File: config.mk
export PLATFORM = sky130hd
export DESIGN_NAME = page_prog_seq
export DESIGN_NICKNAME = d
export VERILOG_FILES = /design/src/rtl/pps_pkg.sv /design/src/rtl/pps_ctrl.sv /design/src/rtl/pps_datapath.sv /design/src/rtl/page_prog_seq.sv
export SDC_FILE = /design/constraint.sdc
export NUM_CORES = 1
export LEC_CHECK = 0
export BUFFER_PORTS_ARGS = -buffer_cell sky130_fd_sc_hd__buf_2
export CAP_MARGIN = 10
export CORE_MARGIN = 8
export CORE_UTILIZATION = 61
export CTS_CLUSTER_DIAMETER = 60
export DETAILED_ROUTE_END_ITERATION = 16
export GPL_TIMING_DRIVEN = 0
export PLACE_DENSITY_LB_ADDON = 0.3
export SLEW_MARGIN = 20
export SYNTH_ARGS = -nofsm -noshare
export SYNTH_HDL_FRONTEND = slang
export SYNTH_SLANG_ARGS = --single-unit
File: constraint.sdc
create_clock -name clk -period 3 [get_ports clk]
set_input_delay 0.15 -clock clk [delete_from_list [all_inputs] [get_ports clk]]
set_output_delay 0.15 -clock clk [all_outputs]
set_load 0.1 [all_outputs]
File: src/rtl/pps_pkg.sv
package pps_pkg;

  typedef enum logic [1:0] {
    PPS_IDLE    = 2'd0,
    PPS_COLLECT = 2'd1,
    PPS_PROGRAM = 2'd2
  } ppsState_e;

  typedef struct packed {
    logic loadAddr;
    logic capture;
    logic clearAll;
    logic scanEn;
  } ppsStrobe_t;

endpackage

File: src/rtl/pps_ctrl.sv
module pps_ctrl
  import pps_pkg::*;
#(
  parameter int PAGE_BYTES = 32,
  parameter int PROG_TICKS = 64
) (
  input  logic                          clk,
  input  logic                          rstN,
  input  logic                          cmdStart,
  input  logic                          byteValid,
  input  logic                          csRise,
  input  logic                          byteAligned,
  input  logic                          writeGrant,
  input  logic                          hasData,
  output ppsStrobe_t                    strobe,
  output logic [$clog2(PAGE_BYTES)-1:0] scanIdx,
  output logic                          progBusy,
  output logic                          cycleDone
);
  localparam int IDX_W  = $clog2(PAGE_BYTES);
  localparam int TICK_W = $clog2(PROG_TICKS + 1);
  localparam logic [TICK_W-1:0] LAST_TICK = TICK_W'(PROG_TICKS - 1);
  localparam logic [TICK_W-1:0] SCAN_END  = TICK_W'(PAGE_BYTES);

  ppsState_e        stateQ, stateD;
  logic [TICK_W-1:0] tickQ, tickD;
  logic             collecting, lastTick, commitOk;

  assign collecting = (stateQ == PPS_COLLECT);
  assign progBusy   = (stateQ == PPS_PROGRAM);
  assign lastTick   = progBusy && (tickQ == LAST_TICK);
  assign cycleDone  = lastTick;
  assign commitOk   = byteAligned && writeGrant && hasData;
  assign scanIdx    = tickQ[IDX_W-1:0];

  always_comb begin
    stateD          = stateQ;
    tickD           = tickQ;
    strobe          = '0;
    strobe.scanEn   = progBusy && (tickQ < SCAN_END);
    unique case (stateQ)
      PPS_PROGRAM: begin
        if (lastTick) begin
          stateD          = PPS_IDLE;
          tickD           = '0;
          strobe.clearAll = 1'b1;
        end else begin
          tickD = tickQ + 1'b1;
        end
      end
      PPS_COLLECT: begin
        if (csRise) begin
          tickD = '0;
          if (commitOk) begin
            stateD = PPS_PROGRAM;
          end else begin
            stateD          = PPS_IDLE;
            strobe.clearAll = 1'b1;
          end
        end else if (cmdStart) begin
          strobe.loadAddr = 1'b1;
        end else if (byteValid) begin
          strobe.capture = 1'b1;
        end
      end
      default: begin
        if (cmdStart && !csRise) begin
          stateD          = PPS_COLLECT;
          strobe.loadAddr = 1'b1;
        end
      end
    endcase
  end

  always_ff @(posedge clk) begin
    if (!rstN) begin
      stateQ <= PPS_IDLE;
      tickQ  <= '0;
    end else begin
      stateQ <= stateD;
      tickQ  <= tickD;
    end
  end

endmodule

File: src/rtl/pps_datapath.sv
module pps_datapath
  import pps_pkg::*;
#(
  parameter int ADDR_W     = 16,
  parameter int PAGE_BYTES = 32
) (
  input  logic                          clk,
  input  logic                          rstN,
  input  ppsStrobe_t                    strobe,
  input  logic [ADDR_W-1:0]             startAddr,
  input  logic [7:0]                    byteData,
  input  logic [$clog2(PAGE_BYTES)-1:0] scanIdx,
  output logic                          hasData,
  output logic                          arrWrEn,
  output logic [ADDR_W-1:0]             arrWrAddr,
  output logic [7:0]                    arrWrData
);
  localparam int IDX_W  = $clog2(PAGE_BYTES);
  localparam int BASE_W = ADDR_W - IDX_W;

  logic [BASE_W-1:0]     pageBaseQ;
  logic [IDX_W-1:0]      offsetQ;
  logic [PAGE_BYTES-1:0] validQ;
  logic [7:0]            pageBuf [PAGE_BYTES];

  always_ff @(posedge clk) begin
    if (!rstN) begin
      pageBaseQ <= '0;
      offsetQ   <= '0;
    end else if (strobe.loadAddr) begin
      pageBaseQ <= startAddr[ADDR_W-1:IDX_W];
      offsetQ   <= startAddr[IDX_W-1:0];
    end else if (strobe.capture) begin
      offsetQ   <= offsetQ + 1'b1;
    end
  end

  for (genvar i = 0; i < PAGE_BYTES; i++) begin : g_slot
    logic slotHit;
    assign slotHit = strobe.capture && (offsetQ == IDX_W'(i));

    always_ff @(posedge clk) begin
      if (slotHit) pageBuf[i] <= byteData;
    end

    always_ff @(posedge clk) begin
      if (!rstN || strobe.loadAddr || strobe.clearAll) validQ[i] <= 1'b0;
      else if (slotHit)                                validQ[i] <= 1'b1;
    end
  end

  assign hasData   = |validQ;
  assign arrWrEn   = strobe.scanEn && validQ[scanIdx];
  assign arrWrAddr = {pageBaseQ, scanIdx};
  assign arrWrData = pageBuf[scanIdx];

endmodule

File: src/rtl/page_prog_seq.sv
module page_prog_seq
  import pps_pkg::*;
#(
  parameter int ADDR_W     = 16,
  parameter int PAGE_BYTES = 32,
  parameter int PROG_TICKS = 64
) (
  input  logic              clk,
  input  logic              rstN,
  input  logic              cmdStart,
  input  logic [ADDR_W-1:0] startAddr,
  input  logic              byteValid,
  input  logic [7:0]        byteData,
  input  logic              csRise,
  input  logic              byteAligned,
  input  logic              writeGrant,
  output logic              progBusy,
  output logic              cycleDone,
  output logic              arrWrEn,
  output logic [ADDR_W-1:0] arrWrAddr,
  output logic [7:0]        arrWrData
);
  localparam int IDX_W = $clog2(PAGE_BYTES);

  ppsStrobe_t       strobe;
  logic [IDX_W-1:0] scanIdx;
  logic             hasData;

  pps_ctrl #(
    .PAGE_BYTES(PAGE_BYTES),
    .PROG_TICKS(PROG_TICKS)
  ) u_ctrl (
    .clk        (clk),
    .rstN       (rstN),
    .cmdStart   (cmdStart),
    .byteValid  (byteValid),
    .csRise     (csRise),
    .byteAligned(byteAligned),
    .writeGrant (writeGrant),
    .hasData    (hasData),
    .strobe     (strobe),
    .scanIdx    (scanIdx),
    .progBusy   (progBusy),
    .cycleDone  (cycleDone)
  );

  pps_datapath #(
    .ADDR_W    (ADDR_W),
    .PAGE_BYTES(PAGE_BYTES)
  ) u_dp (
    .clk      (clk),
    .rstN     (rstN),
    .strobe   (strobe),
    .startAddr(startAddr),
    .byteData (byteData),
    .scanIdx  (scanIdx),
    .hasData  (hasData),
    .arrWrEn  (arrWrEn),
    .arrWrAddr(arrWrAddr),
    .arrWrData(arrWrData)
  );

endmodule

==> results.cfg, run 1 <==
[cells_and_area]
drive_gt1_share_pct = 27.67
syn_to_final_growth_pct = 17.01
diodes = 0
finalNetCount = 877
fillers = 1264

[grt]
grt_start_max_net_pins = 33
grt_pass1_vias = 7565
track_usage_pct = 23.83
grt_pass1_wl_mm = 46.78
antenna_found_initial = 0
overflow = 0

[sta]
drv_slew = 0
slew_headroom_pct = 29.01
period_share_pct = 98.78
tightest_slew_ns = 1.057
fin_tns_setup_ns = 0
rsz0062_at_grt = true
final-hold-violation-count = 0
setup_viol_count_final = 0
layout_min_cycle_time_ns = 2.963
fin_skew_ns = 0.01132
final.setup.worst_slack_ns = 0.03675
fmax_mhz = 337.5

[hold_path]
hold_path.class = in2reg
hp-start = byteData[6]
hold_end = u_dp.pageBuf[1][6]$_DFFE_PP_
whs_path_depth = 1

[drt]
wire_per_inst_um = 27.31
vias = 7327
wirelength_mm = 31.00
via_per_inst = 6.456
drcViolationCount = 0
dr.pass1.iters = 5
ant_nets = 0
drt_iter0_drc = 828

[critical_path]
timing.rr.end = u_dp.pageBuf[25][0]$_DFFE_PP_
r2r-start = u_ctrl.stateQ[1]$_SDFFE_PN0P_
slowest_delay_ns = 0.53
worstPathCellList = buf_12, buf_12, mux4_2, mux4_2, mux2_4, buf_8
endpoint_kind = primary output
cp_max_fo = 10
critPathKind = reg2out
cp_num_buf_inv = 3
r2r_setup_slack_ns = 0.14
r2r_cells = 6
cp-start-kind = flip-flop
critical_path_required_ns = 2.85
crit_family = multiplexers
cp_data_arrival_time_ns = 2.81
slowest_stage = mux4_2

[synth]
ys_seq_area_share_pct = 69.87
syn_area_per_cell_um2 = 17.58
async_flop_share_pct = 0
yosysWarnings = 0
synth_edf_count = 256
yosysUniqueCellTypes = 49
syn_nets = 767
ys_seq_elements = 318
netlist_area_mm2 = 0.01278
synth_top_area_share_pct = 60.16
synth.area.top_cells = edfxtp_1 (60%), mux4_2 (16%), dfxtp_1 (9.7%)
synthCells = 727
yosysTopAreaCell = edfxtp_1
ys.flop_type = edfxtp_1

[placement]
numPortBuffers = 57
post-place-ws_ns = -0.1451
hpwl_mm = 19.97
gp_congestion = 0.8969

[clocking]
cts_tree = built
clkSinkCount = 318
clockRootBuffer = clkbuf_16
htreeDepth = 1
clk_pin_slew_ns = 0.07
cts-buffers-inserted = 30
clock_path_buffers = 3
insertion_delay_ns = 0.55

[floorplan]
design.core.area_mm2 = 0.02082
fp.dieW_um = 160.7
row_count = 53
dieArea_mm2 = 0.02584
pin_count = 58
die_h_um = 160.7
start_util_pct = 61.37

[flow_run]
cap_violations = 0

[power_and_ir_drop]
power_leakage_nw = 4.764
ir_drop_mv = 0.4387
power_density_mw_per_mm2 = 619.8

[status]
status = complete, no violations
logic make-up after synthesis:
logic type / synth area share [%]
multiplexers: 16.64
XOR/XNOR: 0.1371
AND/OR/NAND/NOR: 4.445
buffers and inverters: 2.370
flip-flops: 69.87
adder cells (fa/ha/maj): 0.8812
AO/OA/AOI/OAI: 5.659
final cells by class:
class	count	area [um2]	share of cell area (%)
clock inverters	20	276.5	1.849
multi-input cells	342	3583	23.97
plain buffers	53	359.1	2.402
repair buffers	80	601.8	4.025
inverters	12	45.04	0.3013
flip-flops and latches	318	8931	59.73
clock buffers	35	810.8	5.423
well taps	275	344.1	2.301
cells in the mapped netlist (2+ instances only):
master    instances
o31ai_1           2
o21a_1            4
nand2_1          39
nor2_1           39
a211oi_1         34
nand3_1           4
buf_4            11
nor4_1            8
a31oi_1          19
clkbuf_1         34
nand2b_1          2
ha_1              9
nor3_1            4
inv_1            12
o22ai_1           2
o211ai_1          3
mux2i_1           2
mux4_2           88
or3_1             3
nor2b_1           6
a311oi_1          4
and2_1            2
nand4_1           4
edfxtp_1        256
buf_1             7
buf_2             2
dfxtp_1          62
o21ai_0           4
mux2_2           11
a21oi_1          29
and3_1            3
routing by layer:
metal | up-vias | wire, um | GRT usage, %
li1 | 3159 | - | -
met1 | 3771 | 12070 | 30.87
met2 | 358 | 16140 | 41.25
met3 | 39 | 2231 | 3.865
met4 | 0 | 553 | 6.524
met5 | - | 0 | 0
cells in the final DEF (no fill, tap or decap), drive strengths merged, types with 4 or more instances in the layout:
cell,n
a211oi,34
a21oi,29
a311oi,4
a31oi,19
buf,80
bufinv,7
clkbuf,69
clkinv,11
dfxtp,62
dlygate4sd3,19
edfxtp,256
ha,9
inv,12
mux2,11
mux4,88
nand2,39
nand3,4
nand4,4
nor2,39
nor2b,6
nor3,4
nor4,8
o21a,4
o21ai,4
flip-flops by register name, summed over array words and instances, names as in the netlist, named ones only:
register,cells
u_dp.pageBuf,256
u_dp.validQ,32
u_dp.pageBaseQ,11
u_ctrl.tickQ,7
u_dp.offsetQ,5
u_ctrl.stateQ,2
worst register-to-register path: stages (launching register included):
cell,delay [ns]
dfxtp_1,0.33
inv_1,0.06
ha_1,0.24
nor4bb_1,0.28
clkbuf_1,0.36
nand3_1,0.43
nor2_1,0.78
stage by stage:
stage	utilization, %	power [W]	instance area, um2	hold slack, ns	std cells
floorplan	-	0.005077	12800	0.2489	727
global placement	64.48	0.005203	13430	0.3921	1059
detailed placement	64.48	0.005219	13430	0.4014	1059
CTS	71.36	0.009282	14860	0.1184	1133
finish	71.81	0.009267	14950	0.1297	1135
global route	71.81	0.009480	14950	0.1425	1135
worst max path at each step:
stage                                       start                            end  slack, ns  cells after the start
CTS                                     flip-flop                   arrWrData[2]      0.003                      5
global route        u_ctrl.stateQ[1]$_SDFFE_PN0P_  u_dp.pageBuf[10][1]$_DFFE_PP_      -0.03                      6
finish                                  flip-flop                   arrWrData[0]       0.04                      6
global placement                        flip-flop                   arrWrData[3]      -0.05                      6
detailed placement                      flip-flop                   arrWrData[3]      -0.15                      6
floorplan           u_ctrl.stateQ[0]$_SDFFE_PN0P_                        arrWrEn       0.11                      5
power breakdown:
part	leakage (nW)	total, W	switching [W]	internal (W)
clock network	0.530	0.00412	0.00159	0.00252
logic	1.43	0.000358	0.000267	0.0000901
registers	2.80	0.00479	0.0000165	0.00478
timing repair:
item	in CTS	in global routing
hold buffers	19	0
resized for setup	53	14
endpoints found under the setup margin	9	40
cloned	0	2
buffers inserted	2	0
hold endpoints to repair	19	0
Power figures use the tool's default switching activity.
==> run 2, diff against run 1 <==
Settings changed: CELL_PAD_IN_SITES_DETAIL_PLACEMENT set to 2, CELL_PAD_IN_SITES_GLOBAL_PLACEMENT set to 2, CORE_UTILIZATION 61 to 47.
==> run 2 against run 1 <==
- the run now ends with setup timing left
- flip-flop and latch count unchanged
- non-clock buffer count down 1
- critical path depth unchanged
- clock power up 5.8%
- via count up 2.4%
- cell count up 6.3%
- critical endpoint is now u_dp.pageBuf[12][3]$_DFFE_PP_
==> results.cfg, run 2 (same netlist as run 1, synthesis figures left out) <==
[status]
status = complete, but fails checks
violations = setup timing

[cells_and_area]
drive_gt1_share_pct = 29.45
mostFrequentLayoutCells = edfxtp_1 (256), mux4_2 (88), dfxtp_1 (60)
stdcell_count = 1207
layout_commonest_cell = edfxtp_1
diodes = 0
syn_to_final_growth_pct = 18.63
largest_register_ffs = 256
top_register = u_dp.pageBuf
reg_top3 = u_dp.pageBuf (256), u_dp.validQ (32), u_dp.pageBaseQ (11)
finalNetCount = 881

[sta]
period_share_pct = 100.0
slew_headroom_pct = 27.80
final-hold-violation-count = 0
drv_slew = 0
holdWs_ns = 0.01656
fin_skew_ns = 0.02252
fmax_mhz = 333.2
setup_viol_count_final = 1
layout_min_cycle_time_ns = 3.001
final.setup.worst_slack_ns = -0.0009195
rsz0062_at_grt = true
tightest_slew_ns = 1.079

[critical_path]
cp_max_fo = 10
r2r-start = u_ctrl.stateQ[1]$_SDFFE_PN0P_
worstPathCellList = inv_1, ha_1, nor4bb_1, clkbuf_1, nand3_1, nor2_1
r2r_setup_slack_ns = -0.0009
endpoint_kind = flip-flop
cp_data_arrival_time_ns = 3.13
critical_path_required_ns = 3.13
cp-start-kind = flip-flop
setup.worst_path.start = u_ctrl.stateQ[1]$_SDFFE_PN0P_
slowest_stage = nor2_1
critPathKind = reg2reg
slowest_delay_ns = 0.91

[grt]
antenna_found_initial = 0
grt_pass1_wl_mm = 57.33
grt_start_max_net_pins = 33
grt_pass1_vias = 8308
track_usage_pct = 23.71
overflow = 0

[hold_path]
hp-start = startAddr[2]
hold_path.class = in2reg

[floorplan]
design.core.area_mm2 = 0.02680
fp.dieW_um = 180.9
pin_count = 58
row_count = 60
start_util_pct = 47.68
die_h_um = 180.9
dieArea_mm2 = 0.03272

[placement]
gp_congestion = 0.8760
numPortBuffers = 57
post-place-ws_ns = -0.2550
dp_cells = 1125
hpwl_mm = 25.86

[drt]
drt_iter0_drc = 651
drcViolationCount = 0
ant_nets = 0
vias = 7505
wirelength_mm = 39.04
wire_per_inst_um = 32.35
dr.pass1.iters = 5
via_per_inst = 6.218

[clocking]
insertion_delay_ns = 0.52
htreeDepth = 2
clk_pin_slew_ns = 0.06
cts-buffers-inserted = 35
clock_path_buffers = 3
cts_tree = built
clockRootBuffer = clkbuf_16
clkSinkCount = 318

[power_and_ir_drop]
ir_drop_mv = 0.5566
power_leakage_nw = 4.803
power_density_mw_per_mm2 = 629.1

[flow_run]
cap_violations = 0
## run 2: power breakdown
part           total [W]  internal [W]  switching (W)
registers        0.00479       0.00478      0.0000175
logic           0.000379     0.0000888       0.000290
clock network    0.00436       0.00261        0.00175
total            0.00954       0.00747        0.00206
## run 2: area by class of cell
class / instances / area (um2)
Buffer: 54 / 371.6
Clock buffer: 47 / 1003
Clock inverter: 15 / 153.9
Fill cell: 2257 / 11640
Inverter: 12 / 45.04
Multi-Input combinational cell: 342 / 3628
Sequential cell: 318 / 8934
Tap cell: 341 / 426.7
Timing Repair Buffer: 78 / 596.8
## run 2: metrics by stage
step	utilization, %	cell area [um2]	setup TNS (ns)	power, W
2_1_floorplan	-	12800	0	0.005077
3_3_place_gp	50.40	13510	-1.393	0.005210
3_5_place_dp	50.40	13510	-2.997	0.005244
4_1_cts	55.90	14980	-3.741	0.009599
5_1_grt	56.56	15160	-2.440	0.009757
6_report	56.56	15160	-0.0009195	0.009537
## run 2: final timing paths
path / end / cells past startpoint
worst max-delay path: u_dp.pageBuf[12][3]$_DFFE_PP_ / 6
worst min-delay path: u_dp.offsetQ[2]$_SDFFE_PN0P_ / 3
worst max register to register: u_dp.pageBuf[12][3]$_DFFE_PP_ / 6
worst min register to register: u_dp.pageBaseQ[2]$_SDFFE_PN0P_ / 2
## run 2: what timing repair did
action | 4_1_cts | 5_1_grt
hold endpoints to repair | 16 | 0
buffers inserted | 2 | 0
cloned | 0 | 3
resized for setup | 54 | 30
hold buffers | 16 | 0
endpoints found under the setup margin | 49 | 111
## run 2: layer usage
layer  track usage [%]  part of all wire (%)  vias to the layer above
li1                  -                     -                     3167
met3             3.912                   4.5                       75
met5                 0                     0                        -
met4             6.647                   2.5                        0
met1             29.56                    41                     4022
met2             42.15                    52                      241
## run 2: worst max-delay path: cells and delay by family, from the launching register on
family	cells	cell delay, ns
fa+ha+maj	1	0.25
flops	1	0.33
simple gates	3	1.54
buf+inv	2	0.50
==> run 3, diff against run 2 <==
--- a/config.mk
+++ b/config.mk
@@ -6,4 +6,5 @@
 export NUM_CORES = 1
 export LEC_CHECK = 0
+export ABC_CLOCK_PERIOD_IN_PS = 3000
 export BUFFER_PORTS_ARGS = -buffer_cell sky130_fd_sc_hd__buf_2
 export CAP_MARGIN = 10
==> constraint.sdc (replaced) <==
create_clock -name clk -period 3 [get_ports clk]
set_input_delay 0.45 -clock clk [delete_from_list [all_inputs] [get_ports clk]]
set_output_delay 0.45 -clock clk [all_outputs]
set_load 0.1 [all_outputs]
==> run 3 against run 2 <==
- the flow still finishes with violations (setup timing)
- sequential share of layout area up 0.44 points
- largest cell class unchanged
- worst setup slack worse by 0.28 ns
- core utilization down 0.44 points
- register-to-register slack better by 0.07 ns
- flip-flop and latch count unchanged
- non-clock buffer count down 16
- cell area down 0.78%
- hold slack better by 0.16 ns
- power up 0.27%
- sequential power about the same
- cell count down 1.4%
==> results.cfg, run 3 (same netlist as run 1, synthesis figures left out) <==
[status]
status = complete, but fails checks
violations = setup timing

[cells_and_area]
drive_gt1_share_pct = 30.04
finalNetCount = 864
top_register = u_dp.pageBuf
mostFrequentLayoutCells = edfxtp_1 (256), mux4_2 (88), dfxtp_1 (60)
layout_commonest_cell = edfxtp_1
ff_latch_area_mm2 = 0.008931
syn_to_final_growth_pct = 17.71
largest_register_ffs = 256
reg_top3 = u_dp.pageBuf (256), u_dp.validQ (32), u_dp.pageBaseQ (11)
multi_input_area_mm2 = 0.003642
post-route-util_pct = 56.13
diodes = 0
fillers = 2263

[sta]
layout_min_cycle_time_ns = 3.277
slew_headroom_pct = 26.16
fin_skew_ns = 0.01539
tightest_slew_ns = 1.099
period_share_pct = 109.2
drv_slew = 0
final.setup.worst_slack_ns = -0.2771
setup_viol_count_final = 8
fmax_mhz = 305.2
fin_tns_setup_ns = -2.056
rsz0062_at_grt = true
final-hold-violation-count = 0

[drt]
via_per_inst = 6.264
wirelength_mm = 39.25
ant_nets = 0
wire_per_inst_um = 32.98
drcViolationCount = 0
vias = 7454
drt_iter0_drc = 563
dr.pass1.iters = 5

[clocking]
clockRootBuffer = clkbuf_16
clkSinkCount = 318
clock_path_buffers = 3
insertion_delay_ns = 0.53
htreeDepth = 2
cts-buffers-inserted = 34
cts_tree = built
clk_pin_slew_ns = 0.06

[grt]
grt_pass1_vias = 8341
track_usage_pct = 24.14
overflow = 0
grt_start_max_net_pins = 33
grt_pass1_wl_mm = 58.01
antenna_found_initial = 0

[critical_path]
r2r_setup_slack_ns = 0.07
crit_top_cell = mux4_2
endpoint_kind = primary output
cp_data_arrival_time_ns = 2.83
critical_path_required_ns = 2.55
worstPathCellList = buf_12, clkbuf_16, mux4_2, mux4_2, mux2_2, buf_8
slowest_stage = mux4_2
cp_max_fo = 10
timing.rr.end = u_dp.pageBuf[29][4]$_DFFE_PP_
r2r_cells = 6
critPathKind = reg2out
r2r-start = u_ctrl.stateQ[1]$_SDFFE_PN0P_
slowest_delay_ns = 0.55
cp-start-kind = flip-flop

[floorplan]
pin_count = 58
design.core.area_mm2 = 0.02680
row_count = 60
die_h_um = 180.9
start_util_pct = 47.68
dieArea_mm2 = 0.03272
fp.dieW_um = 180.9

[placement]
gp_congestion = 0.8500
numPortBuffers = 57
hpwl_mm = 26.17

[hold_path]
whs_path_depth = 3
hold_path.class = in2reg
hold_end = u_dp.pageBaseQ[10]$_SDFFE_PN0P_
hp-start = startAddr[15]

[flow_run]
cap_violations = 0

[power_and_ir_drop]
power_density_mw_per_mm2 = 635.8
ir_drop_mv = 0.3678
power_leakage_nw = 4.750
[run 3: cell count changes in the layout (fill, tap and decap cells not counted), sizes merged]
cell,previous run,this run
dlygate4sd3,16,0
clkbuf,83,81
clkinv,12,9
clkinvlp,0,2
buf,80,82
[run 3: worst max path at each step]
stage                                   from      endpoint  slack (ns)  depth (start not counted)
2_1_floorplan  u_ctrl.stateQ[0]$_SDFFE_PN0P_       arrWrEn        0.21                          5
3_3_place_gp                       flip-flop  arrWrData[2]       -0.49                          6
3_5_place_dp                       flip-flop  arrWrData[0]       -0.57                          6
4_1_cts                            flip-flop  arrWrData[5]       -0.31                          6
5_1_grt                            flip-flop  arrWrData[2]       -0.31                          6
6_report                           flip-flop  arrWrData[4]       -0.28                          6
[run 3: final cells by class]
class / instances / area share [%]
sequential: 318 / 59.37
multi-input combinational: 342 / 24.21
clock buffer: 47 / 6.679
timing repair buffer: 62 / 2.978
tap: 341 / 2.836
buffer: 54 / 2.595
clock inverter: 14 / 1.023
inverter: 12 / 0.2995
[run 3: report_power, final]
group / internal (W) / switching (W)
registers: 0.00478 / 0.0000176
clock network: 0.00261 / 0.00179
logic: 0.0000771 / 0.000289
total: 0.00747 / 0.00210
[run 3: metal layers]
| metal | vias up | GRT usage (%) | part of all wire [%] |
|---|---|---|---|
| met3 | 75 | 3.932 | 4.7 |
| met2 | 275 | 43.26 | 52 |
| li1 | 3132 | - | - |
| met5 | - | 0 | 0 |
| met4 | 0 | 7.937 | 2.8 |
| met1 | 3972 | 29.34 | 40 |
[run 3: per-stage QoR]
stage                     setup slack, ns  instances  power (W)  hold WS [ns]  area [um2]
after CTS                         -0.3103       1187   0.009624        0.1561       14930
after global placement            -0.4865       1125   0.005210        0.4428       13510
after global routing              -0.3071       1190   0.009777        0.1899       15040
after floorplan                    0.2102        727   0.005077        0.4495       12800
final                             -0.2771       1190   0.009563        0.1745       15040
after detailed placement          -0.5701       1125   0.005246        0.4542       13510
[run 3: worst max-delay path: cells and delay by family, from the launching register on]
family                 cells  cell delay [ns]
buffers and inverters      3             0.53
flip-flops                 1             0.35
multiplexers               3             1.41
[run 3: what timing repair did]
action | CTS | global route
gates resized for setup | 78 | 22
hold endpoints to repair | 0 | 0
setup endpoints to repair | 41 | 81
buffers inserted | 2 | 2
gates cloned | 0 | 1
hold buffers | 0 | 0
